File: config.mk
export PLATFORM = sky130hd
export DESIGN_NAME = cart_bank_map
export DESIGN_NICKNAME = d
export VERILOG_FILES = /design/src/rtl/cbm_pkg.sv /design/src/rtl/cbm_regs.sv /design/src/rtl/cbm_prg_map.sv /design/src/rtl/cbm_scratch.sv /design/src/rtl/cart_bank_map.sv
export SDC_FILE = /design/constraint.sdc
export NUM_CORES = 1
export LEC_CHECK = 0
export ABC_AREA = 1
export ABC_CLOCK_PERIOD_IN_PS = 5300
export BUFFER_PORTS_ARGS = -buffer_cell sky130_fd_sc_hd__buf_2
export CORE_MARGIN = 3
export CORE_UTILIZATION = 34
export CTS_CLUSTER_SIZE = 25
export DETAILED_ROUTE_END_ITERATION = 12
export PLACE_DENSITY_LB_ADDON = 0.1
export SYNTH_ARGS = -nofsm -noshare
export SYNTH_HDL_FRONTEND = slang
export SYNTH_SLANG_ARGS = --single-unit
File: constraint.sdc
create_clock -name clk -period 5.3 [get_ports clk]
set_clock_uncertainty 0.05 [all_clocks]
set_input_delay 1.06 -clock clk [delete_from_list [all_inputs] [get_ports clk]]
set_output_delay 1.06 -clock clk [all_outputs]
set_load 0.05 [all_outputs]
File: src/rtl/cbm_pkg.sv
package cbm_pkg;
  localparam logic [15:0] DEC_MASK  = 16'h8C17;
  localparam logic [15:0] A_BANK    = 16'h8000;
  localparam logic [15:0] A_MODE    = 16'h8400;
  localparam logic [15:0] A_PRG0    = 16'h8C00;
  localparam logic [15:0] A_PRG1    = 16'h8C01;
  localparam logic [15:0] A_PRG2    = 16'h8C02;
  localparam logic [15:0] A_CHR0    = 16'h8C10;
  localparam logic [15:0] A_CHR1    = 16'h8C11;
  localparam logic [15:0] A_CHR2    = 16'h8C16;
  localparam logic [15:0] A_CHR3    = 16'h8C17;
  localparam int          N_PRG_REG = 3;
  localparam int          N_WIN     = 4;
  localparam int          N_SCR     = 4;

  typedef struct packed {
    logic split8;   // mode bit 4
    logic whole32;  // mode bit 3
    logic horiz;    // mode bit 0
  } mode_t;
endpackage

File: src/rtl/cbm_regs.sv
module cbm_regs
  import cbm_pkg::*;
(
  input  logic                          clk,
  input  logic                          rst_n,
  input  logic                          soft_rst,
  input  logic [15:0]                   addr,
  input  logic [7:0]                    wdata,
  input  logic                          wr,
  output logic [7:0]                    bank_q,
  output mode_t                         mode_q,
  output logic [N_PRG_REG-1:0][3:0]     prg_q,
  output logic [N_WIN-1:0][7:0]         chr_q
);
  logic [7:0]                bank_d;
  mode_t                     mode_d;
  logic [N_PRG_REG-1:0][3:0] prg_d;
  logic [N_WIN-1:0][7:0]     chr_d;
  logic [15:0]               dec;

  assign dec = addr & DEC_MASK;

  always_comb begin
    bank_d = bank_q;
    mode_d = mode_q;
    prg_d  = prg_q;
    chr_d  = chr_q;
    if (soft_rst) begin
      bank_d = '0;
      mode_d = '0;
    end else if (wr && addr[15]) begin
      unique case (dec)
        A_BANK: bank_d = wdata;
        A_MODE: mode_d = '{split8: wdata[4], whole32: wdata[3], horiz: wdata[0]};
        A_PRG0: prg_d[0] = wdata[3:0];
        A_PRG1: prg_d[1] = wdata[3:0];
        A_PRG2: prg_d[2] = wdata[3:0];
        A_CHR0: chr_d[0] = wdata;
        A_CHR1: chr_d[1] = wdata;
        A_CHR2: chr_d[2] = wdata;
        A_CHR3: chr_d[3] = wdata;
        default: ;
      endcase
    end
  end

  always_ff @(posedge clk or negedge rst_n) begin
    if (!rst_n) begin
      bank_q <= '0;
      mode_q <= '0;
      prg_q  <= '0;
      chr_q  <= '0;
    end else begin
      bank_q <= bank_d;
      mode_q <= mode_d;
      prg_q  <= prg_d;
      chr_q  <= chr_d;
    end
  end


  soft_clear_chk: assert property (@(posedge clk) disable iff (!rst_n)
    soft_rst |=> (bank_q == 8'h00) && (mode_q == '0) && $stable(prg_q) && $stable(chr_q));


  low_write_quiet_chk: assert property (@(posedge clk) disable iff (!rst_n)
    (wr && !addr[15] && !soft_rst) |=> $stable(bank_q) && $stable(mode_q) && $stable(prg_q) && $stable(chr_q));
endmodule

File: src/rtl/cbm_prg_map.sv
module cbm_prg_map
  import cbm_pkg::*;
#(
  parameter int PRG_PAGES = 512,
  parameter int PAGE_W    = 9
) (
  input  logic                          clk,
  input  logic                          rst_n,
  input  logic [7:0]                    bank,
  input  mode_t                         mode,
  input  logic [N_PRG_REG-1:0][3:0]     prg,
  output logic [N_WIN-1:0][PAGE_W-1:0]  win
);
  localparam logic [PAGE_W-1:0] LAST = PAGE_W'(PRG_PAGES - 1);
  localparam logic [PAGE_W-1:0] PREV = PAGE_W'(PRG_PAGES - 2);

  logic [N_WIN-1:0][PAGE_W-1:0] win8;
  logic [PAGE_W-1:0]            outer;
  logic [PAGE_W-1:0]            base16;
  logic [PAGE_W-1:0]            base32;

  assign outer  = PAGE_W'({bank[3], 4'h0});
  assign base16 = PAGE_W'({bank, 1'b0});
  assign base32 = PAGE_W'({bank & 8'hFE, 1'b0});

  for (genvar w = 0; w < N_PRG_REG; w++) begin : g_split
    assign win8[w] = outer | PAGE_W'(prg[w]);
  end
  assign win8[N_WIN-1] = outer | PAGE_W'(4'hF);

  always_comb begin
    for (int w = 0; w < N_WIN; w++) begin
      if (mode.split8)       win[w] = win8[w];
      else if (mode.whole32) win[w] = base32 + PAGE_W'(w);
      else if (w < 2)        win[w] = base16 + PAGE_W'(w);
      else if (w == 2)       win[w] = PREV;
      else                   win[w] = LAST;
    end
  end


  split_top_chk: assert property (@(posedge clk) disable iff (!rst_n)
    mode.split8 |-> (win[3][3:0] == 4'hF) && (win[0][4] == win[3][4]));


  whole_run_chk: assert property (@(posedge clk) disable iff (!rst_n)
    (!mode.split8 && mode.whole32) |-> (win[1] == win[0] + 1'b1) && (win[3] == win[2] + 1'b1) && (win[0][1:0] == 2'b00));


  fixed_tail_chk: assert property (@(posedge clk) disable iff (!rst_n)
    (!mode.split8 && !mode.whole32) |-> (win[3] == win[2] + 1'b1) && (win[0][0] == 1'b0));
endmodule

File: src/rtl/cbm_scratch.sv
module cbm_scratch
  import cbm_pkg::*;
(
  input  logic        clk,
  input  logic        rst_n,
  input  logic        in_sw,
  input  logic        in_scr,
  input  logic [1:0]  idx,
  input  logic [7:0]  wdata,
  input  logic        wr,
  input  logic        rd,
  input  logic [7:0]  open_bus,
  input  logic [1:0]  dip,
  output logic [7:0]  rdata
);
  logic [N_SCR-1:0][7:0] scr_q;
  logic [N_SCR-1:0][7:0] scr_d;

  always_comb begin
    scr_d = scr_q;
    if (wr && in_scr) scr_d[idx] = wdata;
  end

  always_ff @(posedge clk or negedge rst_n) begin
    if (!rst_n) scr_q <= '0;
    else        scr_q <= scr_d;
  end

  always_comb begin
    rdata = 8'h00;
    if (rd && in_sw)       rdata = (open_bus & 8'hFC) | {6'b0, dip};
    else if (rd && in_scr) rdata = scr_q[idx];
  end


  sw_write_quiet_chk: assert property (@(posedge clk) disable iff (!rst_n)
    (wr && in_sw) |=> $stable(scr_q));


  sw_read_chk: assert property (@(posedge clk) disable iff (!rst_n)
    (rd && in_sw) |-> (rdata[1:0] == dip) && (rdata[7:2] == open_bus[7:2]));


  idle_read_chk: assert property (@(posedge clk) disable iff (!rst_n)
    !rd |-> (rdata == 8'h00));
endmodule

File: src/rtl/cart_bank_map.sv
module cart_bank_map
  import cbm_pkg::*;
#(
  parameter int PRG_PAGES = 512,
  parameter int PAGE_W    = 9
) (
  input  logic              clk,
  input  logic              rst_n,
  input  logic              soft_rst,
  input  logic [15:0]       cpu_addr,
  input  logic [7:0]        cpu_wdata,
  input  logic              cpu_wr,
  input  logic              cpu_rd,
  input  logic [7:0]        open_bus,
  input  logic [1:0]        dip_sw,
  output logic [7:0]        cpu_rdata,
  output logic [PAGE_W-1:0] prg_win0,
  output logic [PAGE_W-1:0] prg_win1,
  output logic [PAGE_W-1:0] prg_win2,
  output logic [PAGE_W-1:0] prg_win3,
  output logic [7:0]        chr_win0,
  output logic [7:0]        chr_win1,
  output logic [7:0]        chr_win2,
  output logic [7:0]        chr_win3,
  output logic              mirror_h
);
  logic [1:0]                   rst_sync_q;
  logic                         rst_int_n;
  logic [7:0]                   bank_q;
  mode_t                        mode_q;
  logic [N_PRG_REG-1:0][3:0]    prg_q;
  logic [N_WIN-1:0][7:0]        chr_q;
  logic [N_WIN-1:0][PAGE_W-1:0] win;
  logic                         in_low, in_sw, in_scr;

  // asynchronous assertion, synchronous release
  always_ff @(posedge clk or negedge rst_n) begin
    if (!rst_n) rst_sync_q <= 2'b00;
    else        rst_sync_q <= {rst_sync_q[0], 1'b1};
  end
  assign rst_int_n = rst_sync_q[1];

  assign in_low = (cpu_addr[15:12] == 4'h5);
  assign in_sw  = in_low && (cpu_addr[11:10] == 2'b00);
  assign in_scr = in_low && (cpu_addr[11:10] != 2'b00);

  cbm_regs u_regs (
    .clk(clk), .rst_n(rst_int_n), .soft_rst(soft_rst), .addr(cpu_addr),
    .wdata(cpu_wdata), .wr(cpu_wr), .bank_q(bank_q), .mode_q(mode_q),
    .prg_q(prg_q), .chr_q(chr_q)
  );

  cbm_prg_map #(.PRG_PAGES(PRG_PAGES), .PAGE_W(PAGE_W)) u_map (
    .clk(clk), .rst_n(rst_int_n), .bank(bank_q), .mode(mode_q),
    .prg(prg_q), .win(win)
  );

  cbm_scratch u_scr (
    .clk(clk), .rst_n(rst_int_n), .in_sw(in_sw), .in_scr(in_scr),
    .idx(cpu_addr[1:0]), .wdata(cpu_wdata), .wr(cpu_wr), .rd(cpu_rd),
    .open_bus(open_bus), .dip(dip_sw), .rdata(cpu_rdata)
  );

  assign prg_win0 = win[0];
  assign prg_win1 = win[1];
  assign prg_win2 = win[2];
  assign prg_win3 = win[3];
  assign chr_win0 = chr_q[0];
  assign chr_win1 = chr_q[1];
  assign chr_win2 = chr_q[2];
  assign chr_win3 = chr_q[3];
  assign mirror_h = mode_q.horiz;


  mirror_follow_chk: assert property (@(posedge clk) disable iff (!rst_int_n)
    (cpu_wr && ((cpu_addr & DEC_MASK) == A_MODE) && !soft_rst) |=> (mirror_h == $past(cpu_wdata[0])));


  outside_read_chk: assert property (@(posedge clk) disable iff (!rst_int_n)
    !in_low |-> (cpu_rdata == 8'h00));
endmodule

==> impl_metrics.ini, run 1 <==
[timing]
min_period_ns = 3.86
worst_slack_ns = 1.44
fin_tns_setup_ns = 0
rsz0062_at_grt = no
setup_viol_count_final = 0
hold_slack_ns = 0.289
slew-limit-headroom_pct = 50.2
fmax_mhz = 259
hold_viol_final = 0
worstMarginPinSlew_ns = 0.744
slew_viol_final = 0
min_period_over_period_pct = 72.8

[synth]
synthCells = 569
muxShareOfSynthArea_pct = 0
synth_top_family_by_area = simple AND/OR/NAND/NOR gates
yosys_most_used_dff = dfrtp_1
ys_top_cells_by_area = dfrtp_1 (50%), nand2_1 (22%), nand4_1 (5.1%), o21ai_0 (4.1%), nand3_1 (3.2%)
syn_area_per_cell_um2 = 7.76
yosysMostFrequentCell = nand2_1
synth_compound_area_share_pct = 5.61
synth.distinct_cells = 26
synth_seq_cells = 89
async_flop_share_pct = 100
synth_xor_area_share_pct = 0
syn_area_um2 = 4410
yosysTopAreaCell = dfrtp_1
synthSimpleGateAreaFrac_pct = 35.7
synth_top_area_share_pct = 50.5
synth_commonest_cells = nand2_1 (256), dfrtp_1 (89), nand4_1 (36), o21ai_0 (36), inv_1 (32)
synthAdderAreaFrac_pct = 0
ys_seq_area_share_pct = 50.5
synth_warnings = 0
synth_edf_count = 0

[clocking]
clockRootBuffer = clkbuf_16
numClockSinks = 89
cts.clk_slew.worst_paths_ns = 0.06
clk_latency_ns = 0.34
hold_buffers = 0
cts_resized = 0
post_cts_buffers = 0
cts_buffers = 9
h-tree-depth = 3
cts_tree = built
cts.path.max_buffers = 2

[power]
ir_drop_v = 0.000107
power.static_leakage_nw = 3.02
p_per_area_nw_per_um2 = 302

[grt]
antenna_found_initial = 0
grt_overflow = 0
grt_usage_pct = 18.0
grt_first_pass_wirelength_um = 20200
grt_pass1_vias = 3795
grt_start_max_net_pins = 45

[hold_path]
hp-class = reg -> async

[final_layout]
nNetsFinal = 690
final_cell_area_um2 = 5270
stdcell_count = 824
antenna_cells = 0
area_growth_pct = 19.4
drive_gt1_share_pct = 21.5

[place]
place_inst = 808
dp_hpwl_um = 8500
gp_congestion = 0.757
placed_cell_area_um2 = 4960
io_buffers = 105
pre_cts_slack_ns = 1.43

[status]
status = complete, no violations

[critical_path]
crit_type = in -> out
crit_arrival_ns = 2.75
cp_max_fo = 8
setup.worst_path.end_class = output port
cp-start-kind = input pin
worstPathRequired_ns = 4.19

[drt]
routedWlPerCell_um = 15.4
wl_um = 12700
ant_nets = 0
drt_first_iter_violations = 274
routed_via_density = 4.92
drc = 0
first_pass_iters = 6
vias = 4051

[die]
core_um2 = 12400
pin_count = 116
dieWidth_um = 120
rows = 40
start_util_pct = 35.7
die_h_um = 120
die_area_um2 = 14400

[job]
maxCapViolCount = 0
worst paths after layout:
check / start / endpoint / slack (ns) / cells past startpoint
max: cpu_addr[10] / cpu_rdata[4] / 1.44 / 7
min: rst_sync_q[1] / u_regs.chr_q[11] / 0.29 / 0
min in group clk: rst_sync_q[0] / rst_sync_q[1] / 0.30 / 0
max in group asynchronous: rst_sync_q[1] / u_regs.mode_q[1] / 3.89 / 1
min reg2reg: rst_sync_q[1] / u_regs.chr_q[11] / 0.29 / 0
max reg2reg: rst_sync_q[1] / u_regs.mode_q[1] / 3.89 / 1
sequential cells by signal, indices dropped and copies added, names as in the netlist:
signal,flops
u_scr.scr_q,32
u_regs.bank_q,8
u_regs.mode_q,3
u_regs.chr_q,32
u_regs.prg_q,12
rst_sync_q,2
power by group:
part / internal (mW) / total, mW / switching [mW]
clock: 0.426 / 0.682 / 0.256
sequential: 0.718 / 0.744 / 0.0256
combinational: 0.0421 / 0.164 / 0.122
total: 1.19 / 1.59 / 0.404
through the flow:
step / utilization [%] / total power, mW
6_report: 42.6 / 1.59
3_5_place_dp: 40.1 / 0.922
2_1_floorplan: - / 0.866
5_1_grt: 42.6 / 1.67
3_3_place_gp: 40.1 / 0.919
4_1_cts: 42.6 / 1.61
cell type report:
cell class	instances	area, um^2
clock buffers	13	250
multi-input cells	408	1840
fillers	1341	7090
well taps	168	210
inverters	36	138
clock inverters	3	65.1
repair buffers	107	541
flip-flops and latches	89	2230
cells in the final DEF (no fill, tap or decap):
cell type  instances
or2_2              1
nand2_2            3
dfrtp_1           88
o21ai_0           36
bufinv_16          2
nor3_1             2
inv_2              2
clkbuf_1           3
conb_1             3
clkbuf_16          9
nor2_2             4
nand3_1           28
inv_4              1
clkinv_1           1
buf_4              2
a21oi_1            8
clkbuf_8           1
nand2_4            1
clkinv_2           1
buf_2            105
nor3_4             1
nor2_4             5
nor2_8             2
nand4_1           36
inv_1             32
o22ai_1            2
nor2_1            18
nand2_1          256
a22oi_1            2
dfrtp_4            1
layer usage:
layer  vias to the layer above  part of all wire (%)  track usage (%)
met2                       132                    47             28.5
met4                         0                   1.4             5.73
li1                       1978                     -                -
met1                      1928                    46             25.0
met5                         -                     0                0
met3                        13                   5.4             3.06
cell families after synthesis:
| logic type | count (synthesis) |
|---|---|
| flip-flops | 89 |
| buffers and inverters | 74 |
| AND/OR/NAND/NOR | 357 |
| other | 1 |
| AO/OA/AOI/OAI | 48 |
worst max-delay path: stages:
cell     delay, ns
buf_2         0.11
nor2_1        0.29
inv_1         0.17
nor3_1        0.64
nand2_1       0.12
nand2_1       0.10
buf_2         0.26
Power figures use the tool's default switching activity.
==> inputs of run 2 (changes only) <==
--- a/config.mk
+++ b/config.mk
@@ -6,7 +6,7 @@
 export NUM_CORES = 1
 export LEC_CHECK = 0
 export ABC_AREA = 1
-export ABC_CLOCK_PERIOD_IN_PS = 5300
+export ABC_CLOCK_PERIOD_IN_PS = 3100
 export BUFFER_PORTS_ARGS = -buffer_cell sky130_fd_sc_hd__buf_2
 export CORE_MARGIN = 3
 export CORE_UTILIZATION = 34
==> constraint.sdc (replaced) <==
create_clock -name clk -period 3.1 [get_ports clk]
set_clock_uncertainty 0.05 [all_clocks]
set_input_delay 0.62 -clock clk [delete_from_list [all_inputs] [get_ports clk]]
set_output_delay 0.62 -clock clk [all_outputs]
set_load 0.05 [all_outputs]
==> run 2 against run 1 <==
Final area rose by 1.4%. Die area did not move. Power up 73%. Sequential cell count is the same. Wire length about the same. First-iteration DRC count is 19% lower. Clock power up 74%. Sequential power grew 71%. Critical path type unchanged. Combinational power is 75% higher. Register-to-register slack got worse by 2.0 ns. Worst setup slack worse by 0.98 ns.
==> impl_metrics.ini, run 2 (synthesis results as in run 1) <==
[final_layout]
area_growth_pct = 21.0
antenna_cells = 0
nNetsFinal = 698
drive_gt1_share_pct = 22.3
final_cell_mix = nand2_1 (256), buf_2 (105), dfrtp_1 (88)
largestRegisters = u_regs.chr_q: 32 flops, u_scr.scr_q: 32 flops, u_regs.prg_q: 12 flops
mostFrequentLayoutCell = nand2_1

[grt]
antenna_found_initial = 0
grt_pass1_vias = 3860
grt_usage_pct = 18.2
grt_overflow = 0
grt_first_pass_wirelength_um = 20800
grt_start_max_net_pins = 50

[critical_path]
cpMostUsedCell = nand2_1
crit_type = in -> out
cp_max_fo = 17
crit_arrival_ns = 1.97
cpMaxStageDelayCell = clkinv_1
crit_buf_inv = 3
critPathTopFamily = buffers and inverters
setup.worst_path.end_class = output port
cp-start-kind = input pin
worstPathRequired_ns = 2.43
cp_cell_sequence = buf_2 -> nand2_2 -> clkinv_1 -> nand2_1 -> nand3_1 -> nand2_1 -> nand2_1 -> buf_2
cpPeakStageDelay_ns = 0.43

[die]
die_area_um2 = 14400
pin_count = 116
rows = 40
die_h_um = 120
core_um2 = 12400
dieWidth_um = 120
start_util_pct = 35.7

[place]
gp_congestion = 0.767
pre_cts_slack_ns = 0.473
io_buffers = 105
dp_hpwl_um = 8660

[timing]
min_period_over_period_pct = 85.1
fmax_mhz = 379
worst_slack_ns = 0.462
min_period_ns = 2.64
rsz0062_at_grt = no
worstMarginPinSlew_ns = 0.719
slew_viol_final = 0
setup_viol_count_final = 0
fin_tns_setup_ns = 0
slew-limit-headroom_pct = 52.1
hold_viol_final = 0

[clocking]
cts_tree = built
h-tree-depth = 3
cts.clk_slew.worst_paths_ns = 0.06
numClockSinks = 89
clockRootBuffer = clkbuf_16
cts.path.max_buffers = 2
post_cts_buffers = 0
cts_buffers = 9
cts_resized = 0
clk_latency_ns = 0.33
hold_buffers = 1

[power]
power.static_leakage_nw = 3.06
ir_drop_v = 0.000249
p_per_area_nw_per_um2 = 514

[drt]
drc = 0
routedWlPerCell_um = 15.2
drt_first_iter_violations = 221
wl_um = 12700
ant_nets = 0
vias = 4044
first_pass_iters = 6
routed_via_density = 4.86

[status]
status = complete, no violations

[hold_path]
hp-class = reg -> async

[job]
maxCapViolCount = 0
[run 2: worst paths after layout]
path                               startpoint               end  slack (ns)  depth (start not counted)
worst max-delay path              cpu_addr[1]      cpu_rdata[5]        0.46                          8
worst min-delay path            rst_sync_q[1]  u_regs.chr_q[28]        0.31                          0
worst max register to register  rst_sync_q[1]    u_scr.scr_q[1]        1.94                          1
worst min register to register  rst_sync_q[1]  u_regs.chr_q[28]        0.31                          0
max in group asynchronous       rst_sync_q[1]    u_scr.scr_q[1]        1.94                          1
min in group clk                rst_sync_q[0]     rst_sync_q[1]        0.31                          0
[run 2: layout make-up]
type                            instances  area, um^2
Inverter                               36         138
Fill cell                            1327        7020
Clock buffer                           14         264
Multi-Input combinational cell        408        1840
Sequential cell                        89        2230
Timing Repair Buffer                  115         603
Clock inverter                          2        60.1
Tap cell                              168         210
[run 2: per-stage QoR]
stage | hold slack (ns) | util [%] | instances | area, um^2 | power [mW]
finish | 0.306 | 43.2 | 832 | 5340 | 2.75
global route | 0.321 | 43.2 | 832 | 5340 | 2.87
CTS | 0.309 | 43.2 | 832 | 5340 | 2.78
detailed placement | 0.290 | 40.5 | 815 | 5010 | 1.58
global placement | 0.290 | 40.5 | 815 | 5010 | 1.58
floorplan | 0.274 | - | 571 | 4420 | 1.48
[run 2: per-layer routing]
| metal | GRT usage (%) | part of all wire, % | vias up |
|---|---|---|---|
| li1 | - | - | 1989 |
| met5 | 0 | 0 | - |
| met2 | 28.1 | 46 | 124 |
| met3 | 3.68 | 6.0 | 18 |
| met1 | 25.3 | 46 | 1913 |
| met4 | 6.66 | 1.9 | 0 |
[run 2: report_power, final]
| group | switching [mW] | total (mW) | leakage [nW] | internal, mW |
|---|---|---|---|---|
| clock network | 0.437 | 1.19 | 0.157 | 0.752 |
| logic | 0.210 | 0.287 | 1.73 | 0.0773 |
| registers | 0.0451 | 1.27 | 1.17 | 1.23 |
